`src/rtl/lbic_pkg.sv`:
```
// Shared definitions for the local-bus interrupt source controller.
// Assumes a natively 16-bit register window decoded on 12 address bits.
package lbic_pkg;

    localparam int REG_W  = 16;
    localparam int DEC_W  = 12;
    localparam int BUS_W  = 32;

    typedef enum logic [1:0] {
        SZ_BYTE = 2'b00,
        SZ_HALF = 2'b01,
        SZ_WORD = 2'b10,
        SZ_RSVD = 2'b11
    } acc_size_e;

    localparam logic [DEC_W-1:0] OFF_SRC  = 12'h000;
    localparam logic [DEC_W-1:0] OFF_MASK = 12'h002;

endpackage

```
`src/rtl/lbic_pending.sv`:
```
// Pending-status capture: one flop per device line, following the input level.
// Assumes device lines are synchronous to clk (level requests, no edge logic).
module lbic_pending #(
    parameter int NUM_LINES = 16
) (
    input  logic                 clk,
    input  logic                 rst_n,
    input  logic [NUM_LINES-1:0] lines_i,
    output logic [NUM_LINES-1:0] pend_o
);

    // Sample every line's level into its pending bit each cycle.
    always_ff @(posedge clk) begin
        if (!rst_n) pend_o <= '0;
        else        pend_o <= lines_i;
    end


    pend_follows_chk: assert property (@(posedge clk) disable iff (!rst_n)
        rst_n && $past(rst_n) |-> pend_o == $past(lines_i));

endmodule

```
`src/rtl/lbic_prio_enc.sv`:
```
// Lowest-first priority encoder producing the source vector (n+1)<<2.
// Assumes NUM_LINES is small enough that (NUM_LINES)<<2 fits in REG_W bits.
module lbic_prio_enc
    import lbic_pkg::*;
#(
    parameter int NUM_LINES = 16
) (
    input  logic [NUM_LINES-1:0] act_i,
    output logic [REG_W-1:0]     vec_o
);

    localparam int IDX_W = (NUM_LINES > 1) ? $clog2(NUM_LINES) : 1;

    logic [NUM_LINES:0]   below;
    logic [NUM_LINES-1:0] first;
    logic [IDX_W-1:0]     idx;

    assign below[0] = 1'b0;

    // Prefix chain: first[i] is set only for the lowest active line.
    for (genvar i = 0; i < NUM_LINES; i++) begin : g_chain
        assign below[i+1] = below[i] | act_i[i];
        assign first[i]   = act_i[i] & ~below[i];
    end

    // Convert the one-hot winner to a binary index.
    always_comb begin
        idx = '0;
        for (int i = 0; i < NUM_LINES; i++) begin
            if (first[i]) idx = idx | IDX_W'(i);
        end
    end

    // Form the vector, zero when nothing is active.
    always_comb begin
        if (below[NUM_LINES]) vec_o = REG_W'((32'(idx) + 32'd1) << 2);
        else                  vec_o = '0;
    end


    winner_onehot_chk: assert final ($onehot0(first));

    vec_zero_iff_idle_chk: assert final ((vec_o == '0) == (act_i == '0));

endmodule

```
`src/rtl/lbic_bus_if.sv`:
```
// Byte-lane adapter: maps 8/16/32-bit accesses onto the 16-bit register pair.
// Byte writes merge into the aligned halfword; words split at addr and addr+2.
// Assumes a single-cycle bus, read data combinational from the address.
module lbic_bus_if
    import lbic_pkg::*;
#(
    parameter int ADDR_W = 32
) (
    input  logic [ADDR_W-1:0] addr_i,
    input  logic              we_i,
    input  logic [1:0]        size_i,
    input  logic [BUS_W-1:0]  wdata_i,
    input  logic [REG_W-1:0]  vec_i,
    input  logic [REG_W-1:0]  mask_i,
    output logic [BUS_W-1:0]  rdata_o,
    output logic              mask_we_o,
    output logic [REG_W-1:0]  mask_nxt_o
);

    logic [DEC_W-1:0] off;
    logic [DEC_W-1:0] off_al;
    logic [DEC_W-1:0] off_hi;
    logic [REG_W-1:0] h_al;
    logic [REG_W-1:0] h_lo;
    logic [REG_W-1:0] h_hi;

    // Halfword register read for one decoded offset.
    function automatic logic [REG_W-1:0] half_rd(input logic [DEC_W-1:0] o,
                                                 input logic [REG_W-1:0] v,
                                                 input logic [REG_W-1:0] m);
        if (o == OFF_SRC)       return v;
        else if (o == OFF_MASK) return m;
        else                    return '0;
    endfunction

    assign off    = addr_i[DEC_W-1:0];
    assign off_al = {off[DEC_W-1:1], 1'b0};
    assign off_hi = off + DEC_W'(2);

    // Fetch the halfwords that any access size may need.
    always_comb begin
        h_al = half_rd(off_al, vec_i, mask_i);
        h_lo = half_rd(off,    vec_i, mask_i);
        h_hi = half_rd(off_hi, vec_i, mask_i);
    end

    // Read data mux by access size.
    always_comb begin
        case (acc_size_e'(size_i))
            SZ_BYTE: rdata_o = {24'd0, off[0] ? h_al[15:8] : h_al[7:0]};
            SZ_HALF: rdata_o = {16'd0, h_lo};
            SZ_WORD: rdata_o = {h_hi, h_lo};
            default: rdata_o = '0;
        endcase
    end

    // Write steering to the mask, with byte-lane merge.
    always_comb begin
        mask_we_o  = 1'b0;
        mask_nxt_o = mask_i;
        if (we_i) begin
            case (acc_size_e'(size_i))
                SZ_BYTE: if (off_al == OFF_MASK) begin
                    mask_we_o  = 1'b1;
                    mask_nxt_o = off[0] ? {wdata_i[7:0], mask_i[7:0]}
                                        : {mask_i[15:8], wdata_i[7:0]};
                end
                SZ_HALF: if (off == OFF_MASK) begin
                    mask_we_o  = 1'b1;
                    mask_nxt_o = wdata_i[15:0];
                end
                SZ_WORD: begin
                    if (off == OFF_MASK) begin
                        mask_we_o  = 1'b1;
                        mask_nxt_o = wdata_i[15:0];
                    end else if (off_hi == OFF_MASK) begin
                        mask_we_o  = 1'b1;
                        mask_nxt_o = wdata_i[31:16];
                    end
                end
                default: ;
            endcase
        end
    end


    rsvd_no_read_chk: assert final (size_i != 2'b11 || rdata_o == '0);

    byte_upper_zero_chk: assert final (size_i != 2'b00 || rdata_o[31:8] == '0);

endmodule

```
`src/rtl/lbus_irq_ctrl.sv`:
```
// Top of the local-bus interrupt source controller: pending capture, enable
// mask, lowest-first vector encode and byte-lane bus access.
// Assumes synchronous active-low reset and level device requests.
module lbus_irq_ctrl
    import lbic_pkg::*;
#(
    parameter int NUM_LINES = 16,
    parameter int ADDR_W    = 32
) (
    input  logic                 clk,
    input  logic                 rst_n,
    input  logic [NUM_LINES-1:0] dev_irq,
    input  logic [ADDR_W-1:0]    bus_addr,
    input  logic                 bus_we,
    input  logic [1:0]           bus_size,
    input  logic [31:0]          bus_wdata,
    output logic [31:0]          bus_rdata,
    output logic                 irq_o
);

    logic [NUM_LINES-1:0] pend;
    logic [REG_W-1:0]     mask_q;
    logic [REG_W-1:0]     mask_nxt;
    logic                 mask_we;
    logic [NUM_LINES-1:0] act;
    logic [REG_W-1:0]     vec;

    lbic_pending #(.NUM_LINES(NUM_LINES)) u_pend (
        .clk     (clk),
        .rst_n   (rst_n),
        .lines_i (dev_irq),
        .pend_o  (pend)
    );

    assign act = pend & mask_q[NUM_LINES-1:0];

    lbic_prio_enc #(.NUM_LINES(NUM_LINES)) u_enc (
        .act_i (act),
        .vec_o (vec)
    );

    lbic_bus_if #(.ADDR_W(ADDR_W)) u_bus (
        .addr_i     (bus_addr),
        .we_i       (bus_we),
        .size_i     (bus_size),
        .wdata_i    (bus_wdata),
        .vec_i      (vec),
        .mask_i     (mask_q),
        .rdata_o    (bus_rdata),
        .mask_we_o  (mask_we),
        .mask_nxt_o (mask_nxt)
    );

    // Enable-mask register, loaded from the bus adapter.
    always_ff @(posedge clk) begin
        if (!rst_n)       mask_q <= '0;
        else if (mask_we) mask_q <= mask_nxt;
    end

    // Combined interrupt from the active set.
    assign irq_o = |act;


    half_mask_wr_chk: assert property (@(posedge clk) disable iff (!rst_n)
        bus_we && bus_size == 2'b01 && bus_addr[DEC_W-1:0] == OFF_MASK
        |=> mask_q == $past(bus_wdata[15:0]));

    no_wr_keeps_mask_chk: assert property (@(posedge clk) disable iff (!rst_n)
        !bus_we |=> $stable(mask_q));

    rsvd_wr_ignored_chk: assert property (@(posedge clk) disable iff (!rst_n)
        bus_we && bus_size == 2'b11 |=> $stable(mask_q));

    byte_lo_keeps_hi_chk: assert property (@(posedge clk) disable iff (!rst_n)
        bus_we && bus_size == 2'b00 && bus_addr[DEC_W-1:0] == 12'h002
        |=> mask_q[15:8] == $past(mask_q[15:8]) && mask_q[7:0] == $past(bus_wdata[7:0]));

    reset_idle_chk: assert property (@(posedge clk)
        !rst_n |=> !irq_o && mask_q == '0);

endmodule

```
`config.mk`:
```
export PLATFORM = sky130hd
export DESIGN_NAME = lbus_irq_ctrl
export DESIGN_NICKNAME = d
export VERILOG_FILES = /design/src/rtl/lbic_pkg.sv /design/src/rtl/lbic_pending.sv /design/src/rtl/lbic_prio_enc.sv /design/src/rtl/lbic_bus_if.sv /design/src/rtl/lbus_irq_ctrl.sv
export SDC_FILE = /design/constraint.sdc
export NUM_CORES = 1
export LEC_CHECK = 0
export ABC_AREA = 1
export BUFFER_PORTS_ARGS = -buffer_cell sky130_fd_sc_hd__clkbuf_2
export CAP_MARGIN = 0
export CORE_ASPECT_RATIO = 1.25
export CORE_MARGIN = 1.5
export CORE_UTILIZATION = 54
export DETAILED_ROUTE_END_ITERATION = 7
export PLACE_DENSITY = 0.83
export SETUP_SLACK_MARGIN = 0.5
export SYNTH_ARGS = -nofsm -noshare
export SYNTH_HDL_FRONTEND = slang
export SYNTH_HIERARCHICAL = 1
export SYNTH_SLANG_ARGS = --single-unit
export TNS_END_PERCENT = 10
```
`constraint.sdc`:
```
create_clock -name clk -period 3.75 [get_ports clk]
set_input_delay 0.75 -clock clk [delete_from_list [all_inputs] [get_ports clk]]
set_output_delay 0.75 -clock clk [all_outputs]
set_load 0.005 [all_outputs]
```
==> impl_metrics.ini, run 1 <==
[placed_design]
port_buffers = 97
place_area_um2 = 4690
globalplace.congestion = 0.950
dp_hpwl_um = 10200

[setup_path]
worst_setup_path_start_kind = flip-flop
worstPathRequired_ns = 3.00
slowest_delay_ns = 0.40
crit_start = mask_q[8]
worstReg2RegStart = mask_q[1]
r2r_cells = 9
worstPathArrival_ns = 2.77
cp_max_fo = 4
critPathCaptureType = output port
path_delay_family = buffers and inverters
crit_chain = nand2_1, inv_2, inv_2, nand2_2, nor3_4, buf_4, buf_4, buf_4, buf_4, o311ai_2, nand2_2, nor2_2, nor2_4, mux2_4, o21ai_2, o22ai_1, buf_2
cp-endpoint = bus_rdata[4]
r2r_setup_slack_ns = 2.27
cp_slowest_cell = dfxtp_4
cp.depth = 17
worstSetupPathType = flip-flop to output port
crit_buf_inv = 7
crit_top_cell = buf_4
r2r_end = mask_q[1]

[clock_tree]
numCtsBuffers = 5
cts_hold_repair.buffers = 0
clk_pin_slew_worst_paths_ns = 0.07
cts_tree = done
clock_latency_ns = 0.27
clock_sinks = 32
root_buffer = clkbuf_8
clk_path_buf_depth = 2
ctsHtreeMaxLevel = 2

[cells_and_area]
nNetsFinal = 982
finalInstanceArea_um2 = 5240
final_common_cell = nand2_1
area_growth_pct = 27.4
num_antenna_cells = 0
final_cell_mix = nand2_1, clkbuf_2, inv_1
post_route_cells_drive_above_1_share = 0.287

[sta]
hold_viol_final = 0
worstMarginPinSlew_ns = 0.795
fin_tns_setup_ns = 0
maxClockFrequency_mhz = 284
layout_min_cycle_time_ns = 3.52
fin_crit_sh = 0.940
finalClockSkew_ns = 0
rsz0062_at_grt = yes
timing.slew.headroom = 0.469
drv_slew = 0
setup_viol = 0

[synth]
synth_cell_types = 41
syn_inst = 761
synth_top_cell_area_share = 0.187
yosysWarningCount = 6
synth.avg_cell_area_um2 = 5.41
syn_area_um2 = 4120
synthTopCellsByArea = nand2_1, dfxtp_1, a21oi_1
synth_enable_flop_cells = 0
post-synth-top-area-cell = nand2_1
synthFlopType = dfxtp_1
synthArstFlopShare = 0
ys_seq_area_frac = 0.156
ys_ff_latch = 32

[detailed_routing]
via_count = 5779
antenna_left = 0
vias_per_cell = 5.86
wl_per_cell_um = 15.8
drtIter0Drc = 942
totalWireLength_um = 15600
dr.pass1.iters = 6
drc = 0

[die]
die_w_um = 81.1
die-area_um2 = 8160
pin_count = 118
row_count = 35
floorplan.initialDensity = 0.556
die_h_um = 101
core-area_um2 = 7400

[global_routing]
antenna_found_initial = 0
grt.total_usage = 0.364
grt_pass1_vias = 5162
grt_max_degree = 34
grt_overflow_total = 0
grt_pass1_wl_um = 23300

[run_status]
outcome = finished, final reports clean

[job]
drv_cap = 0

[min_path]
hold_path_class = input port to flip-flop

[pwr]
max-vdd-ir-drop_mv = 0.272
finalPower_mw = 0.791
total_leakage_power_nw = 2.83
powerDensity_nw_per_um2 = 151
==> final cells by class <==
type	instances	area [um2]
Clock buffer	6	82.6
Clock inverter	2	10.0
Fill cell	617	2160
Inverter	108	413
Multi-Input combinational cell	590	3020
Sequential cell	32	657
Tap cell	92	115
Timing Repair Buffer	156	941
==> power by group <==
part	internal, mW	switching, mW
Combinational	0.0611	0.110
Sequential	0.347	0.00341
Clock	0.146	0.123
==> synth_stat cells, types with 2 or more instances <==
cell type,instances
dfxtp_1,32
nand3_2,6
nand4_1,7
nand3_1,59
buf_4,16
clkbuf_1,12
buf_2,6
nor3_1,9
nand3b_1,2
inv_1,102
buf_1,2
nor2_2,10
o21ai_1,7
mux2_2,7
ha_1,4
o21ai_0,53
nand2_2,9
nor2_4,4
o211ai_1,5
buf_6,4
nor2_1,88
o22ai_1,8
inv_2,6
nand2_1,205
a21oi_1,82
==> metrics by stage <==
step	utilization	hold slack [ns]	std cells	setup WS [ns]
floorplan	-	0.556	771	0.849
global placement	0.634	0.638	946	0.265
detailed placement	0.634	0.650	946	0.232
CTS	0.688	0.643	979	0.419
global route	0.708	0.637	986	0.102
finish	0.708	0.645	986	0.226
==> state kept, by name, summed over array words and instances (netlist names) <==
register / cells
mask_q: 16
u_pend/pend_o: 16
==> per-layer routing <==
metal  share of wire  track usage
met2            0.46        0.617
met4           0.089        0.282
met5               0            0
met3            0.10       0.0679
met1            0.35        0.390
==> worst reg2reg max path, stage by stage, from the launching register on <==
cell and delay [ns]:
dfxtp_1 0.33, buf_4 0.16, inv_1 0.08, nand2_1 0.10
nand3_1 0.15, nand2_1 0.13, nand2_1 0.09, a21oi_1 0.16
nor2_1 0.08, nor2_1 0.12
==> timing repair <==
item | 4_1_cts | 5_1_grt
resized for setup | 40 | 33
pin swaps | 19 | 18
gates cloned | 0 | 0
endpoints found under the setup margin | 20 | 24
setup buffers | 25 | 7
==> cell families after synthesis <==
kind of cell	Yosys count	synth area share
AOI/OAI and AO/OA	161	0.206
buffers and inverters	149	0.164
other	1	0.000911
DFF	32	0.156
muxes	7	0.0192
adders and majority gates	4	0.0122
and+or+nand+nor	407	0.443
==> how the worst min path moves through the flow <==
stage,slack [ns],cells after the start,to,start
after floorplan,0.56,2,mask_q[1],mask_q[1]
after global placement,0.64,3,mask_q[2],mask_q[2]
after detailed placement,0.65,3,mask_q[2],mask_q[2]
after CTS,0.64,3,u_pend/pend_o[14],dev_irq[14]
after global routing,0.64,3,u_pend/pend_o[14],dev_irq[14]
final,0.64,3,u_pend/pend_o[9],dev_irq[9]
No activity file was read; power rests on OpenSTA's default activity.
==> run 2, diff against run 1 <==
- ABC_AREA: 1 -> 0
- CORE_UTILIZATION: 54 -> 53
- PLACE_DENSITY: 0.83 -> 0.82
==> run 2 against run 1 <==
Compared with the run above: via count shrank 23%; sequential power is essentially flat; setup slack lost 0.033 ns; register-to-register slack lost 0.04 ns; highest routed layer unchanged; power grew 13%; largest power group is now the clock network; area after synthesis shrank 9.0%.
==> impl_metrics.ini, run 2 <==
[global_routing]
antenna_found_initial = 0
grt_pass1_vias = 3979
grt.total_usage = 0.314
grt_overflow_total = 0
grt_max_degree = 33
grt_pass1_wl_um = 19000

[synth]
synth_mux_area_frac = 0.177
synthFlopType = dfxtp_1
synth_cell_types = 63
synth_most_common_cell = mux2i_1
synthXorXnorAreaFrac = 0.00467
synthArstFlopShare = 0
yosys-top-cells-count = mux2i_1, nor2_1, nand2_1, a21oi_1, dfxtp_1
synthTopCellsByArea = dfxtp_1, mux2i_1, a21oi_1
synth_top_cell_area_share = 0.171
synth_top_family_by_area = simple AND/OR/NAND/NOR gates
ys_ff_latch = 32
synth-adder-area-share = 0.0134
synth.avg_cell_area_um2 = 7.39
synthSimpleGateAreaFrac = 0.323
yosysWarningCount = 6
synth_compound_area_frac = 0.235
post-synth-top-area-cell = dfxtp_1
syn_area_um2 = 3750
synth_enable_flop_cells = 0
syn_inst = 507
ys_seq_area_frac = 0.171

[cells_and_area]
n_fill_cell = 546
post_route_cells_drive_above_1_share = 0.380
num_antenna_cells = 0
area_growth_pct = 29.2
nNetsFinal = 694
final_common_cell = clkbuf_2
seq_area_um2 = 652
fin_util = 0.702
multi_input_area_um2 = 3100
final_cell_mix = clkbuf_2, mux2i_1, nand2_1
top_regs = mask_q: 16 flops, u_pend/pend_o: 16 flops
finalInstanceArea_um2 = 4840

[setup_path]
worstPathRequired_ns = 3.00
worst_setup_path_start_kind = flip-flop
worstSetupPathType = flip-flop to output port
cp_max_fo = 3
worstPathArrival_ns = 2.81
critPathCaptureType = output port

[die]
pin_count = 118
die_w_um = 78.2
row_count = 34
die-area_um2 = 7590
die_h_um = 97.0
core-area_um2 = 6890
floorplan.initialDensity = 0.544

[placed_design]
dp_hpwl_um = 9060
port_buffers = 97
globalplace.congestion = 0.925
place_area_um2 = 4410

[detailed_routing]
via_count = 4472
vias_per_cell = 6.43
dr.pass1.iters = 6
drtIter0Drc = 577
antenna_left = 0
totalWireLength_um = 12900
wl_per_cell_um = 18.5
drc = 0

[clock_tree]
root_buffer = clkbuf_8
numCtsBuffers = 5
clock_sinks = 32
clk_pin_slew_worst_paths_ns = 0.07
clk_path_buf_depth = 2
cts_tree = done
cts_hold_repair.buffers = 0
ctsHtreeMaxLevel = 2
clock_latency_ns = 0.29

[sta]
worstMarginPinSlew_ns = 0.795
timing.slew.headroom = 0.468
hold_slack_ns = 0.616
fin_crit_sh = 0.948
maxClockFrequency_mhz = 281
layout_min_cycle_time_ns = 3.56
setup_viol = 0
rsz0062_at_grt = yes
hold_viol_final = 0
drv_slew = 0
finalClockSkew_ns = 0

[pwr]
max-vdd-ir-drop_mv = 0.233
total_leakage_power_nw = 1.93
powerDensity_nw_per_um2 = 185

[run_status]
outcome = finished, final reports clean

[job]
drv_cap = 0

[min_path]
hold_path_class = flip-flop to flip-flop
## run 2: routing by layer
metal / vias to the layer above / part of all wire / GRT usage
met4: 0 / 0.055 / 0.168
met2: 255 / 0.50 / 0.538
met3: 62 / 0.070 / 0.0349
li1: 2040 / - / -
met1: 2115 / 0.37 / 0.377
met5: - / 0 / 0
## run 2: final timing paths
check	startpoint	end	slack (ns)	cells after the start
worst max-delay path	mask_q[1]	bus_rdata[5]	0.19	10
worst max register to register	mask_q[10]	mask_q[10]	2.23	6
worst min register to register	mask_q[6]	mask_q[6]	0.62	2
worst min-delay path	mask_q[6]	mask_q[6]	0.62	2
## run 2: cells by family after synthesis
kind of cell,after synthesis
AO/OA/AOI/OAI,122
XOR/XNOR,2
adder cells (fa/ha/maj),4
buffers and inverters,61
flip-flops,32
multiplexers,65
other,1
AND/OR/NAND/NOR,220
## run 2: stage by stage
step                setup TNS, ns  power (mW)  setup slack, ns  std cells
floorplan                       0       0.463            0.272        517
global placement                0       0.513           0.0814        679
detailed placement         -0.117       0.517          -0.0394        679
CTS                             0       0.888            0.226        689
global route                    0       0.928            0.133        696
finish                          0       0.893            0.193        696
## run 2: worst max-delay path, cell delays in order, from the launching register on
cell and delay [ns]:
dfxtp_4 0.37, and2_4 0.16, nor4_4 0.30, buf_4 0.18, a21boi_1 0.39, a21oi_1 0.16
a221oi_2 0.28, mux2_2 0.22, a21oi_1 0.07, o22ai_1 0.24, clkbuf_2 0.16
## run 2: power breakdown
group	switching, mW	internal (mW)
Sequential	0.00242	0.347
Clock	0.137	0.234
Combinational	0.100	0.0724
Total	0.239	0.654
## run 2: final cells by class
cell class                 instances  area share
multi-input combinational        424       0.640
inverter                           9     0.00801
tap                               90      0.0233
timing repair buffer             133       0.167
clock buffer                       7      0.0199
sequential                        32       0.135
clock inverter                     1     0.00620
## run 2: what timing repair did
item,4_1_cts,5_1_grt
resized for setup,25,39
buffers inserted,2,7
endpoints found under the setup margin,48,48
gates cloned,0,0
pin swaps,3,11
==> run 3, diff against run 2 <==
- RECOVER_POWER: unset -> 100
==> run 3 against run 2 <==
Compared with the run above: maximum frequency fell by 1.3%; register-to-register slack got worse by 0.02 ns; first-iteration DRC count fell by 16%; non-clock buffer count did not move; power barely moved.
==> impl_metrics.ini, run 3 (synthesis results as in run 2) <==
[sta]
worstMarginPinSlew_ns = 1.01
layout_min_cycle_time_ns = 3.60
drv_slew = 0
fin_ws_ns = 0.147
fin_crit_sh = 0.961
setup_viol = 0
rsz0062_at_grt = yes
timing.slew.headroom = 0.324
hold_viol_final = 0
finalClockSkew_ns = 0
maxClockFrequency_mhz = 278

[min_path]
worstHoldStart = mask_q[6]
hold_path_end = mask_q[6]
hold-path-cell-count = 2
hold_path_class = flip-flop to flip-flop

[clock_tree]
clock_sinks = 32
clk_pin_slew_worst_paths_ns = 0.07
cts_hold_repair.buffers = 0
cts_tree = done
clock_latency_ns = 0.29
ctsHtreeMaxLevel = 2
root_buffer = clkbuf_8
clk_path_buf_depth = 2
numCtsBuffers = 5

[setup_path]
crit_chain = and2_4, nor4_4, buf_4, nand3_1, o22ai_1, a21oi_1, a221oi_2, mux2_2, a21oi_1, o22ai_1, clkbuf_2
worstSetupPathType = flip-flop to output port
worstReg2RegStart = mask_q[14]
crit_buf_inv = 2
cp_slowest_cell = dfxtp_4
slowest_delay_ns = 0.36
path_delay_family = compound AO/OA/AOI/OAI gates
worstPathArrival_ns = 2.85
r2r_end = mask_q[14]
r2r_setup_slack_ns = 2.21
critPathCaptureType = output port
worst_setup_path_start_kind = flip-flop
worstPathRequired_ns = 3.00
cp_max_fo = 3
r2r_cells = 5

[cells_and_area]
n_fill_cell = 558
final_cell_mix = clkbuf_2, mux2i_1, nor2_1, nand2_1, a21oi_1
num_antenna_cells = 0
final_cells = 696
nNetsFinal = 694
top_regs = mask_q: 16 flops, u_pend/pend_o: 16 flops
post_route_cells_drive_above_1_share = 0.353
final_common_cell = clkbuf_2
area_growth_pct = 27.2

[die]
row_count = 34
die-area_um2 = 7590
floorplan.initialDensity = 0.544
die_w_um = 78.2
die_h_um = 97.0
pin_count = 118
core-area_um2 = 6890

[detailed_routing]
vias_per_cell = 6.39
antenna_left = 0
dr.pass1.iters = 7
totalWireLength_um = 12900
drtIter0Drc = 485
via_count = 4445
drc = 0
wl_per_cell_um = 18.6

[placed_design]
globalplace.congestion = 0.925
port_buffers = 97
place_inst = 679
pre_cts_ws_ns = -0.0394
dp_hpwl_um = 9060

[global_routing]
antenna_found_initial = 0
grt_pass1_wl_um = 19000
grt_pass1_vias = 3979
grt_overflow_total = 0
grt_max_degree = 33
grt.total_usage = 0.314

[job]
drv_cap = 0

[pwr]
total_leakage_power_nw = 1.91
max-vdd-ir-drop_mv = 0.236
powerDensity_nw_per_um2 = 187

[run_status]
outcome = finished, final reports clean
[run 3: how the worst max path moves through the flow]
stage	start	endpoint	cells after the start	slack, ns
finish	mask_q[1]	bus_rdata[5]	11	0.15
global placement	bus_addr[1]	mask_q[8]	10	0.08
floorplan	bus_addr[1]	bus_rdata[16]	10	0.27
CTS	bus_addr[2]	bus_rdata[18]	8	0.23
global route	mask_q[4]	bus_rdata[5]	10	0.05
detailed placement	bus_addr[1]	mask_q[10]	12	-0.04
[run 3: worst reg2reg max path, stage by stage, from the launching register on]
cell and delay [ns]:
dfxtp_1 0.41, a22o_1 0.27, a222oi_1 0.30, o211ai_1 0.18, mux2i_1 0.20, nor2b_1 0.07
[run 3: layout make-up]
cell class / instances / area [um2] / area share
Clock buffer: 7 / 96.3 / 0.0202
Clock inverter: 1 / 30.0 / 0.00630
Inverter: 9 / 38.8 / 0.00814
Multi-Input combinational cell: 424 / 3050 / 0.640
Sequential cell: 32 / 652 / 0.137
Tap cell: 90 / 113 / 0.0236
Timing Repair Buffer: 133 / 785 / 0.165
[run 3: report_power, final]
part	internal [mW]	switching (mW)
clock	0.234	0.138
sequential	0.347	0.00242
combinational	0.0719	0.0996
[run 3: through the flow]
step / setup TNS [ns] / area [um2] / hold slack [ns] / util / power [mW]
global route: 0 / 4770 / 0.643 / 0.692 / 0.927
finish: 0 / 4770 / 0.614 / 0.692 / 0.894
floorplan: 0 / 3900 / 0.495 / - / 0.463
global placement: 0 / 4410 / 0.635 / 0.640 / 0.513
detailed placement: -0.117 / 4410 / 0.655 / 0.640 / 0.517
CTS: 0 / 4640 / 0.622 / 0.674 / 0.888
[run 3: routing by layer]
layer,track usage,routed length (um)
met1,0.377,4780
met4,0.168,761
met5,0,0
met3,0.0349,930
met2,0.538,6470
[run 3: repair_timing]
item | CTS | global route
setup endpoints to repair | 48 | 48
setup buffers | 2 | 7
cloned | 0 | 0
gates resized for setup | 25 | 39
pin swaps | 3 | 11
